===== config.mk =====
export PLATFORM = sky130hd
export DESIGN_NAME = cmp_systimer
export DESIGN_NICKNAME = d
export VERILOG_FILES = /design/src/rtl/cmp_systimer_pkg.sv /design/src/rtl/cst_counter.sv /design/src/rtl/cst_channel.sv /design/src/rtl/cst_regbus.sv /design/src/rtl/cmp_systimer.sv
export SDC_FILE = /design/constraint.sdc
export NUM_CORES = 1
export LEC_CHECK = 0
export ABC_AREA = 0
export CORE_MARGIN = 10
export CORE_UTILIZATION = 30
export DETAILED_ROUTE_END_ITERATION = 8
export DONT_BUFFER_PORTS = 1
export PLACE_DENSITY = 0.5
export SLEW_MARGIN = 20
export SYNTH_ARGS = -nofsm -noshare
export SYNTH_HDL_FRONTEND = slang
export SYNTH_HIERARCHICAL = 1
export SYNTH_SLANG_ARGS = --single-unit

===== constraint.sdc =====
create_clock -name clk -period 6.3 [get_ports clk]
set_input_delay 0.315 -clock clk [delete_from_list [all_inputs] [get_ports clk]]
set_output_delay 0.315 -clock clk [all_outputs]
set_load 0.02 [all_outputs]

===== src/rtl/cmp_systimer_pkg.sv =====
// Package: shared constants and register index codes for the compare timer.
// Assumes a 32-bit bus and a 0x20-byte window addressed by byte.
package cmp_systimer_pkg;
    localparam int NCH = 4;   // compare channels
    localparam int DW  = 32;  // bus data width
    localparam int AW  = 5;   // byte address width of the window

    // Word index taken from bus_addr[4:2].
    typedef enum logic [2:0] {
        RI_STAT = 3'd0,
        RI_CLO  = 3'd1,
        RI_CHI  = 3'd2,
        RI_CMP0 = 3'd3,
        RI_CMP1 = 3'd4,
        RI_CMP2 = 3'd5,
        RI_CMP3 = 3'd6,
        RI_NONE = 3'd7
    } reg_idx_e;
endpackage


===== src/rtl/cst_counter.sv =====
// Module: free-running up counter for the compare timer.
// Advances by one in each cycle where tick is high. It also exposes the
// value the counter will hold after this edge, so compare logic can match
// on the tick that produces the value.
module cst_counter #(
    parameter int W = 64
) (
    input  logic         clk,
    input  logic         rst_n,
    input  logic         tick,
    output logic [W-1:0] cnt_q,
    output logic [W-1:0] cnt_nx
);
    // Next count: incremented only on a tick.
    always_comb begin
        cnt_nx = tick ? cnt_q + W'(1) : cnt_q;
    end

    // Counter register with synchronous reset.
    always_ff @(posedge clk) begin
        if (!rst_n) cnt_q <= '0;
        else        cnt_q <= cnt_nx;
    end
endmodule


===== src/rtl/cst_channel.sv =====
// Module: one compare channel with a sticky flag.
// Assumes lo_nx is the counter's low half after the current edge. A match
// wins over a same-cycle acknowledge. A compare write lands after this
// cycle's check.
module cst_channel #(
    parameter int MW = 32
) (
    input  logic          clk,
    input  logic          rst_n,
    input  logic          tick,
    input  logic [MW-1:0] lo_nx,
    input  logic          cmp_we,
    input  logic [MW-1:0] cmp_wd,
    input  logic          ack,
    output logic [MW-1:0] cmp_q,
    output logic          flag_q
);
    logic hit;

    // Match when this tick brings the low half onto the compare value.
    always_comb begin
        hit = tick && (lo_nx == cmp_q);
    end

    // Compare value register, writable at any time.
    always_ff @(posedge clk) begin
        if (!rst_n)      cmp_q <= '0;
        else if (cmp_we) cmp_q <= cmp_wd;
    end

    // Sticky flag: set on hit, cleared by acknowledge, hit has priority.
    always_ff @(posedge clk) begin
        if (!rst_n) flag_q <= 1'b0;
        else        flag_q <= hit | (flag_q & ~ack);
    end
endmodule


===== src/rtl/cst_regbus.sv =====
// Module: register decode and read mux for the compare timer.
// Assumes word-aligned accesses. Misaligned addresses and index 7 decode
// to nothing. Read data is combinational and zero when bus_re is low.
module cst_regbus
    import cmp_systimer_pkg::*;
#(
    parameter int MW = 32
) (
    input  logic                    bus_we,
    input  logic [AW-1:0]           bus_addr,
    input  logic [DW-1:0]           bus_wdata,
    input  logic                    bus_re,
    input  logic [NCH-1:0]          flags,
    input  logic [2*MW-1:0]         cnt,
    input  logic [NCH-1:0][MW-1:0]  cmp,
    output logic [NCH-1:0]          cmp_we,
    output logic [NCH-1:0]          ack,
    output logic [MW-1:0]           cmp_wd,
    output logic [DW-1:0]           bus_rdata
);
    reg_idx_e idx;
    logic     aligned;

    // Address split into word index and alignment check.
    always_comb begin
        idx     = reg_idx_e'(bus_addr[4:2]);
        aligned = (bus_addr[1:0] == 2'b00);
    end

    // Write decode: status acknowledge and per-channel compare strobes.
    always_comb begin
        cmp_wd = bus_wdata[MW-1:0];
        ack    = (bus_we && aligned && idx == RI_STAT) ? bus_wdata[NCH-1:0] : '0;
        for (int n = 0; n < NCH; n++) begin
            cmp_we[n] = bus_we && aligned && (idx == reg_idx_e'(int'(RI_CMP0) + n));
        end
    end

    // Read mux with zero extension of narrow fields.
    always_comb begin
        bus_rdata = '0;
        if (bus_re && aligned) begin
            case (idx)
                RI_STAT: bus_rdata[NCH-1:0] = flags;
                RI_CLO:  bus_rdata[MW-1:0]  = cnt[MW-1:0];
                RI_CHI:  bus_rdata[MW-1:0]  = cnt[2*MW-1:MW];
                RI_CMP0: bus_rdata[MW-1:0]  = cmp[0];
                RI_CMP1: bus_rdata[MW-1:0]  = cmp[1];
                RI_CMP2: bus_rdata[MW-1:0]  = cmp[2];
                RI_CMP3: bus_rdata[MW-1:0]  = cmp[3];
                default: bus_rdata = '0;
            endcase
        end
    end
endmodule


===== src/rtl/cmp_systimer.sv =====
// Module: top of the multi-channel compare system timer.
// Assumes MATCH_W <= 32 and a single-cycle tick_i pulse per time unit.
// Each channel's interrupt is its registered sticky flag.
module cmp_systimer
    import cmp_systimer_pkg::*;
#(
    parameter int MATCH_W = 32
) (
    input  logic          clk,
    input  logic          rst_n,
    input  logic          tick_i,
    input  logic [AW-1:0] bus_addr,
    input  logic          bus_we,
    input  logic [DW-1:0] bus_wdata,
    input  logic          bus_re,
    output logic [DW-1:0] bus_rdata,
    output logic [NCH-1:0] irq_o
);
    localparam int CW = 2 * MATCH_W;

    logic [CW-1:0]               cnt_q;
    logic [CW-1:0]               cnt_nx;
    logic [NCH-1:0][MATCH_W-1:0] cmp_q;
    logic [NCH-1:0]              flag_q;
    logic [NCH-1:0]              cmp_we;
    logic [NCH-1:0]              ack;
    logic [MATCH_W-1:0]          cmp_wd;

    cst_counter #(.W(CW)) u_cnt (
        .clk    (clk),
        .rst_n  (rst_n),
        .tick   (tick_i),
        .cnt_q  (cnt_q),
        .cnt_nx (cnt_nx)
    );

    for (genvar n = 0; n < NCH; n++) begin : g_ch
        cst_channel #(.MW(MATCH_W)) u_ch (
            .clk    (clk),
            .rst_n  (rst_n),
            .tick   (tick_i),
            .lo_nx  (cnt_nx[MATCH_W-1:0]),
            .cmp_we (cmp_we[n]),
            .cmp_wd (cmp_wd),
            .ack    (ack[n]),
            .cmp_q  (cmp_q[n]),
            .flag_q (flag_q[n])
        );
    end

    cst_regbus #(.MW(MATCH_W)) u_bus (
        .bus_we    (bus_we),
        .bus_addr  (bus_addr),
        .bus_wdata (bus_wdata),
        .bus_re    (bus_re),
        .flags     (flag_q),
        .cnt       (cnt_q),
        .cmp       (cmp_q),
        .cmp_we    (cmp_we),
        .ack       (ack),
        .cmp_wd    (cmp_wd),
        .bus_rdata (bus_rdata)
    );

    // Interrupt lines follow the sticky flags.
    always_comb begin
        irq_o = flag_q;
    end
endmodule


==> impl_metrics.prom, run 1 <==
# TYPE chip_impl_metric gauge
chip_impl_metric{name="timing.final.crit_period",unit="ps"} 4050
chip_impl_metric{name="post-dp-hpwl",unit="um"} 30600
chip_impl_metric{name="postRouteWirelength",unit="um"} 42700
chip_impl_metric{name="power.static_leakage",unit="uW"} 0.00457
chip_impl_metric{name="critPathArrivalTime",unit="ps"} 4440
chip_impl_info{name="hold_path_startpoint",value="bus_wdata[28]"} 1
chip_impl_metric{name="cts.sink_count",unit=""} 196
chip_impl_metric{name="vdd.ir_drop.worst",unit="mV"} 0.153
chip_impl_info{name="crit_path_end_kind",value="flip-flop"} 1
chip_impl_metric{name="detail_route.wl_per_cell",unit="um"} 25.0
chip_impl_metric{name="wire_length_of_the_first_global_routing_pass",unit="um"} 62600
chip_impl_metric{name="io_buffer_count",unit=""} 0
chip_impl_info{name="timing_worst_setup_path_type",value="flip-flop to flip-flop"} 1
chip_impl_metric{name="clock-skew-final",unit="ps"} 17.9
chip_impl_metric{name="design.final.nets",unit=""} 1221
chip_impl_metric{name="synth_area",unit="sq mm"} 0.0118
chip_impl_metric{name="detail_route.first_pass.iterations",unit=""} 5
chip_impl_metric{name="grt_start_max_net_pins",unit=""} 159
chip_impl_metric{name="hold_bufs_at_cts",unit=""} 5
chip_impl_info{name="cts_root_buffer",value="sky130_fd_sc_hd__clkbuf_16"} 1
chip_impl_metric{name="synthToLayoutAreaGrowth",unit="%"} 6.36
chip_impl_info{name="crit_path_cell_trace",value="ha_1 > inv_1 > nor4_4 > nand2_1 > xnor2_1 > xor2_1 > nor4_1 > nand4_1 > or4_1 > o21ai_1"} 1
chip_impl_metric{name="critPathMaxFanout",unit=""} 10
chip_impl_info{name="r2r-end",value="g_ch[3].u_ch/flag_q$_SDFF_PN0_"} 1
chip_impl_info{name="outcome",value="finished, final reports clean"} 1
chip_impl_metric{name="vias",unit=""} 9005
chip_impl_metric{name="tritoncts_buffers",unit=""} 17
chip_impl_metric{name="postCtsResizedCells",unit=""} 0
chip_impl_metric{name="row_count",unit=""} 72
chip_impl_metric{name="first_global_vias",unit=""} 8844
chip_impl_metric{name="path_depth_of_the_worst_reg2reg_path",unit=""} 10
chip_impl_info{name="cts_tree",value="built"} 1
chip_impl_metric{name="initial_util",unit="%"} 30.5
chip_impl_metric{name="synth.net_count",unit=""} 1290
chip_impl_metric{name="drc",unit=""} 0
chip_impl_metric{name="area_of_the_die",unit="sq mm"} 0.0478
chip_impl_metric{name="drive_above_1_share",unit="%"} 9.66
chip_impl_metric{name="fin_crit_sh",unit="%"} 64.3
chip_impl_metric{name="largest_stage_delay_on_the_critical_path",unit="ps"} 670
chip_impl_metric{name="cts.clk_slew.worst_paths",unit="ps"} 90
chip_impl_info{name="whs_endpoint",value="g_ch[2].u_ch/cmp_q[28]$_SDFFE_PN0P_"} 1
chip_impl_metric{name="cp.required",unit="ps"} 6680
chip_impl_info{name="slowest_stage",value="sky130_fd_sc_hd__nor4_4"} 1
chip_impl_metric{name="grt.overflow.total",unit=""} 0
chip_impl_info{name="timing.hold.worst.class",value="input pin to flip-flop"} 1
chip_impl_metric{name="grt_util_all_layers",unit="%"} 17.7
chip_impl_metric{name="finish.cell_count_without_fillers",unit=""} 1710
chip_impl_metric{name="max_slew_margin",unit="%"} 27.6
chip_impl_metric{name="ff2ff_setup_slack",unit="ps"} 2250
chip_impl_metric{name="htree_num_levels",unit=""} 4
chip_impl_metric{name="timing_worst_slew_pin_value",unit="ps"} 1080
chip_impl_metric{name="antenna_found_initial",unit=""} 2
chip_impl_metric{name="coreArea",unit="sq mm"} 0.0388
chip_impl_metric{name="io-pin-count",unit=""} 78
chip_impl_metric{name="syn_avg_cell_area",unit="sq um"} 9.49
chip_impl_info{name="crit_path_launch_type",value="flip-flop"} 1
chip_impl_metric{name="slew_viol_final",unit=""} 0
chip_impl_metric{name="clk_latency",unit="ps"} 460
chip_impl_metric{name="report.final.hold_viol_count",unit=""} 0
chip_impl_metric{name="place_inst",unit=""} 1672
chip_impl_metric{name="die_x",unit="um"} 219
chip_impl_metric{name="netlist_instances",unit=""} 1247
chip_impl_metric{name="synth.yosys.warnings",unit=""} 6
chip_impl_metric{name="fin_tns_setup",unit="ps"} 0
chip_impl_metric{name="hold-path-cell-count",unit=""} 2
chip_impl_info{name="regToRegStartpoint",value="u_cnt/cnt_q[0]$_SDFF_PN0_"} 1
chip_impl_metric{name="timing.final.setup_violations",unit=""} 0
chip_impl_metric{name="ant_nets",unit=""} 0
chip_impl_metric{name="routed_via_density",unit=""} 5.27
chip_impl_metric{name="chipHeight",unit="um"} 219
chip_impl_metric{name="detail_route.iter0.violations",unit=""} 731
chip_impl_metric{name="fmaxAchievable",unit="MHz"} 247
chip_impl_metric{name="powerDensity",unit="mW/mm^2"} 204
chip_impl_metric{name="globalplace.congestion",unit=""} 0.958
chip_impl_metric{name="clock_path_buffers",unit=""} 2
chip_impl_metric{name="cts.repair_timing.setup_buffer_count",unit=""} 0
chip_impl_metric{name="worst_hold_slack",unit="ps"} 21.1
chip_impl_metric{name="drv_cap",unit=""} 0
chip_impl_metric{name="post-layout-total-power",unit="uW"} 2560
chip_impl_info{name="setup_repair_after_global_routing_missed_its_margin",value="no"} 1
## per-layer routing
layer	wire length [um]	up-vias	global-route usage (%)
met5	11	-	0
met2	19700	320	28.5
met1	18500	4391	22.3
met4	1590	2	6.78
li1	-	4214	-
met3	2920	78	4.34
## critical path: cells and delay by family, from the launching register on
kind	cells	cell delay [ps]
compound gates	1	130
xor+xnor	2	700
fa+ha+maj	1	270
buf+inv	1	120
flops	1	500
simple gates	5	2240
## flip-flops by register name, summed over array words and instances (netlist names)
register	cells
g_ch.u_ch/cmp_q	128
u_cnt/cnt_q	64
g_ch.u_ch/flag_q	4
## area by class of cell
type	instances	area [sq um]
clock inverters	14	161
repair buffers	15	135
diodes	1	2.50
flip-flops and latches	196	3920
multi-input cells	940	7240
well taps	518	648
fillers	3973	26200
clock buffers	18	439
inverters	8	30.0
## power breakdown
part | internal [uW] | total, uW | switching [uW]
sequential | 1250 | 1270 | 24.3
combinational | 63.3 | 146 | 82.5
clock | 579 | 1140 | 565
total | 1890 | 2560 | 672
## through the flow
step	util, %	setup WS (ps)	cell area [sq um]
4_1_cts	32.4	2320	12600
2_1_floorplan	-	3210	11800
3_3_place_gp	30.7	2380	11900
6_report	32.4	2250	12600
3_5_place_dp	30.7	2350	11900
5_1_grt	32.4	2020	12600
## worst max-delay path by stage
stage	startpoint	to	slack (ps)	depth (start not counted)
2_1_floorplan	tick_i	g_ch[0].u_ch/flag_q$_SDFF_PN0_	3210	11
4_1_cts	u_cnt/cnt_q[0]$_SDFF_PN0_	g_ch[3].u_ch/flag_q$_SDFF_PN0_	2320	10
3_5_place_dp	u_cnt/cnt_q[0]$_SDFF_PN0_	g_ch[3].u_ch/flag_q$_SDFF_PN0_	2350	10
3_3_place_gp	u_cnt/cnt_q[0]$_SDFF_PN0_	g_ch[2].u_ch/flag_q$_SDFF_PN0_	2380	10
6_report	u_cnt/cnt_q[0]$_SDFF_PN0_	g_ch[3].u_ch/flag_q$_SDFF_PN0_	2250	10
5_1_grt	u_cnt/cnt_q[0]$_SDFF_PN0_	g_ch[3].u_ch/flag_q$_SDFF_PN0_	2020	10
## placed cells by master (no fill, tap or decap), types with 4 or more instances in the layout
master and n:
sky130_fd_sc_hd__nand2b_1 14, sky130_fd_sc_hd__or2_0 4, sky130_fd_sc_hd__nor4_4 5, sky130_fd_sc_hd__a221oi_1 8, sky130_fd_sc_hd__nand3_1 28, sky130_fd_sc_hd__mux2_1 9, sky130_fd_sc_hd__and4_1 10, sky130_fd_sc_hd__xor2_1 99
sky130_fd_sc_hd__mux2_2 27, sky130_fd_sc_hd__clkbuf_16 17, sky130_fd_sc_hd__nor4_1 28, sky130_fd_sc_hd__nand3b_1 4, sky130_fd_sc_hd__nor2_1 33, sky130_fd_sc_hd__mux2_4 5, sky130_fd_sc_hd__a211oi_1 8, sky130_fd_sc_hd__dlygate4sd3_1 4
sky130_fd_sc_hd__mux2i_1 168, sky130_fd_sc_hd__inv_1 7, sky130_fd_sc_hd__nor3_1 7, sky130_fd_sc_hd__buf_4 10, sky130_fd_sc_hd__o21ai_0 10, sky130_fd_sc_hd__and2_1 49, sky130_fd_sc_hd__nand2_1 50, sky130_fd_sc_hd__a221oi_2 6
sky130_fd_sc_hd__inv_8 6, sky130_fd_sc_hd__xnor2_1 72, sky130_fd_sc_hd__o21ai_1 5, sky130_fd_sc_hd__nor2b_1 128, sky130_fd_sc_hd__nand4_1 39, sky130_fd_sc_hd__nor3_2 5, sky130_fd_sc_hd__a22oi_1 5, sky130_fd_sc_hd__dfxtp_1 196
sky130_fd_sc_hd__or3_1 8, sky130_fd_sc_hd__or4_1 7, sky130_fd_sc_hd__a21oi_1 45, sky130_fd_sc_hd__a222oi_1 4, sky130_fd_sc_hd__o22ai_1 5
(Power assumes the default switching activity.)
==> run 2: changes to the inputs <==
PLACE_DENSITY = 0.51   (was 0.5)
clock period = 3.6 ns   (was 6.3 ns; I/O delays follow)
==> run 2 against run 1 <==
  * Clock skew shrank 5.2 ps
  * Via count grew 1.7%
  * Core utilization grew 1.6 points
  * First-iteration DRC count grew 5.7%
  * Combinational power grew 120%
  * Wire length shrank 1.3%
  * Global-route usage shrank 0.12 points
  * Sequential cell count is the same
  * Sequential power grew 76%
  * Register-to-register slack lost 2100 ps
  * Die area is the same
==> impl_metrics.prom, run 2 (same netlist as run 1, synthesis figures left out) <==
# TYPE chip_impl_metric gauge
chip_impl_metric{name="vias",unit=""} 9154
chip_impl_info{name="outcome",value="finished, final reports clean"} 1
chip_impl_info{name="setup_repair_after_global_routing_missed_its_margin",value="no"} 1
chip_impl_metric{name="cts.sink_count",unit=""} 196
chip_impl_metric{name="die_x",unit="um"} 219
chip_impl_metric{name="io-pin-count",unit=""} 78
chip_impl_metric{name="antenna_found_initial",unit=""} 1
chip_impl_metric{name="globalplace.congestion",unit=""} 0.978
chip_impl_metric{name="clock_path_buffers",unit=""} 2
chip_impl_info{name="crit_path_launch_type",value="flip-flop"} 1
chip_impl_metric{name="drv_cap",unit=""} 0
chip_impl_info{name="crit_path_cell_trace",value="ha_1 > inv_1 > nor4_4 > buf_4 > nand2_1 > xnor2_2 > xor2_1 > nor4_2 > nand4_1 > or4_1 > o21ai_1"} 1
chip_impl_metric{name="fmaxAchievable",unit="MHz"} 294
chip_impl_metric{name="detail_route.first_pass.iterations",unit=""} 7
chip_impl_metric{name="clock-skew-final",unit="ps"} 12.7
chip_impl_info{name="cts_root_buffer",value="sky130_fd_sc_hd__clkbuf_16"} 1
chip_impl_metric{name="grt_start_max_net_pins",unit=""} 199
chip_impl_metric{name="power.static_leakage",unit="uW"} 0.00490
chip_impl_metric{name="utilization",unit="%"} 34.1
chip_impl_info{name="slowest_stage",value="sky130_fd_sc_hd__or4_1"} 1
chip_impl_metric{name="tritoncts_buffers",unit=""} 17
chip_impl_metric{name="finish.cell_count_without_fillers",unit=""} 1770
chip_impl_metric{name="max_slew_margin",unit="%"} 37.3
chip_impl_metric{name="area_of_the_die",unit="sq mm"} 0.0478
chip_impl_metric{name="grt_util_all_layers",unit="%"} 17.6
chip_impl_info{name="crit_path_start",value="u_cnt/cnt_q[0]$_SDFF_PN0_"} 1
chip_impl_metric{name="cts.clk_slew.worst_paths",unit="ps"} 70
chip_impl_info{name="timing_worst_setup_path_type",value="flip-flop to flip-flop"} 1
chip_impl_metric{name="detail_route.wl_per_cell",unit="um"} 23.8
chip_impl_metric{name="chipHeight",unit="um"} 219
chip_impl_metric{name="largest_stage_delay_on_the_critical_path",unit="ps"} 550
chip_impl_metric{name="flip_flop_count_of_the_largest_register_after_layout",unit=""} 128
chip_impl_metric{name="vdd.ir_drop.worst",unit="mV"} 0.295
chip_impl_metric{name="timing.final.setup_violations",unit=""} 0
chip_impl_info{name="timing.hold.worst.class",value="input pin to flip-flop"} 1
chip_impl_metric{name="drc",unit=""} 0
chip_impl_metric{name="routed_via_density",unit=""} 5.17
chip_impl_metric{name="num-fill-cells",unit=""} 3966
chip_impl_metric{name="slew_viol_final",unit=""} 0
chip_impl_metric{name="htree_num_levels",unit=""} 4
chip_impl_metric{name="report.final.hold_viol_count",unit=""} 0
chip_impl_metric{name="synthToLayoutAreaGrowth",unit="%"} 11.8
chip_impl_metric{name="ant_nets",unit=""} 0
chip_impl_metric{name="cp.required",unit="ps"} 3980
chip_impl_metric{name="detail_route.iter0.violations",unit=""} 773
chip_impl_metric{name="grt.overflow.total",unit=""} 0
chip_impl_info{name="layout_commonest_cell",value="sky130_fd_sc_hd__dfxtp_1"} 1
chip_impl_metric{name="cp_num_buf_inv",unit=""} 2
chip_impl_info{name="crit_path_end_kind",value="flip-flop"} 1
chip_impl_metric{name="post-dp-hpwl",unit="um"} 31000
chip_impl_info{name="hold_path_startpoint",value="bus_wdata[1]"} 1
chip_impl_info{name="largest-register",value="g_ch.u_ch/cmp_q"} 1
chip_impl_metric{name="timing.final.crit_period",unit="ps"} 3410
chip_impl_metric{name="critPathArrivalTime",unit="ps"} 3780
chip_impl_metric{name="row_count",unit=""} 72
chip_impl_metric{name="powerDensity",unit="mW/mm^2"} 345
chip_impl_metric{name="first_global_vias",unit=""} 9048
chip_impl_metric{name="clk_latency",unit="ps"} 450
chip_impl_info{name="cp_top_family",value="simple AND/OR/NAND/NOR gates"} 1
chip_impl_metric{name="place_inst",unit=""} 1701
chip_impl_metric{name="timing_worst_slew_pin_value",unit="ps"} 936
chip_impl_metric{name="initial_util",unit="%"} 30.5
chip_impl_metric{name="wire_length_of_the_first_global_routing_pass",unit="um"} 62800
chip_impl_info{name="regToRegStartpoint",value="u_cnt/cnt_q[0]$_SDFF_PN0_"} 1
chip_impl_metric{name="design.final.nets",unit=""} 1280
chip_impl_info{name="largest_registers",value="g_ch.u_ch/cmp_q: 128 flops, u_cnt/cnt_q: 64 flops, g_ch.u_ch/flag_q: 4 flops"} 1
chip_impl_metric{name="critPathMaxFanout",unit=""} 9
chip_impl_metric{name="worst_hold_slack",unit="ps"} 16.6
chip_impl_metric{name="fin_crit_sh",unit="%"} 94.6
chip_impl_info{name="most-common-layout-cells",value="sky130_fd_sc_hd__dfxtp_1, sky130_fd_sc_hd__mux2i_1, sky130_fd_sc_hd__nor2b_1"} 1
chip_impl_metric{name="coreArea",unit="sq mm"} 0.0388
chip_impl_info{name="cts_tree",value="built"} 1
chip_impl_metric{name="postRouteWirelength",unit="um"} 42200
chip_impl_metric{name="drive_above_1_share",unit="%"} 12.7
chip_impl_metric{name="io_buffer_count",unit=""} 0
-- run 2: changes by cell type in the layout (fill, tap and decap cells not counted), sizes merged --
cell / previous run / this run
buf: 11 / 40
diode: 1 / 3
clkinv: 6 / 8
bufinv: 1 / 3
inv: 14 / 9
dlygate4sd3: 4 / 34
-- run 2: worst paths after layout --
check / depth (start not counted) / endpoint / slack, ps
setup / recovery: 11 / g_ch[3].u_ch/flag_q$_SDFF_PN0_ / 190
hold / removal: 3 / g_ch[1].u_ch/flag_q$_SDFF_PN0_ / 20
setup reg to reg: 11 / g_ch[3].u_ch/flag_q$_SDFF_PN0_ / 190
hold reg to reg: 2 / u_cnt/cnt_q[42]$_SDFF_PN0_ / 520
-- run 2: power by group --
group	switching, uW	total [uW]	internal [uW]
combinational	182	320	138
clock	903	2010	1110
sequential	40.7	2230	2190
-- run 2: repair_timing --
item,CTS,global route
resized for setup,2,13
pin swaps,0,1
buffers inserted,0,0
cloned,0,0
hold endpoints to repair,187,0
setup endpoints to repair,4,4
hold buffers,35,0
-- run 2: routing by layer --
metal / routed length [um] / global-route usage [%] / share of wire (%)
met3: 2350 / 3.59 / 5.6
met5: 0 / 0 / 0
met1: 18900 / 22.7 / 45
met4: 903 / 5.46 / 2.1
met2: 20000 / 28.7 / 47
-- run 2: area by class of cell --
| class | count | area, sq um | area share [%] |
|---|---|---|---|
| repair buffers | 74 | 686 | 5.19 |
| well taps | 518 | 648 | 4.90 |
| diodes | 3 | 7.51 | 0.0568 |
| multi-input cells | 940 | 7330 | 55.4 |
| clock inverters | 13 | 158 | 1.19 |
| flip-flops and latches | 196 | 3930 | 29.7 |
| inverters | 8 | 30.0 | 0.227 |
| clock buffers | 18 | 439 | 3.32 |
-- run 2: worst min-delay path: cells and delay by family --
| family | cells | cell delay [ps] |
|---|---|---|
| AND/OR/NAND/NOR | 2 | 190 |
| AO/OA/AOI/OAI | 1 | 60 |
-- run 2: through the flow --
step / total power, uW / area, sq um / setup TNS, ps / setup WS, ps
after CTS: 4590 / 13100 / 0 / 39.8
final: 4560 / 13200 / 0 / 194
after global placement: 2510 / 12200 / -189 / -124
after global routing: 4700 / 13200 / 0 / 17.3
after detailed placement: 2510 / 12200 / -153 / -96.0
after floorplan: 2520 / 11800 / 0 / 526
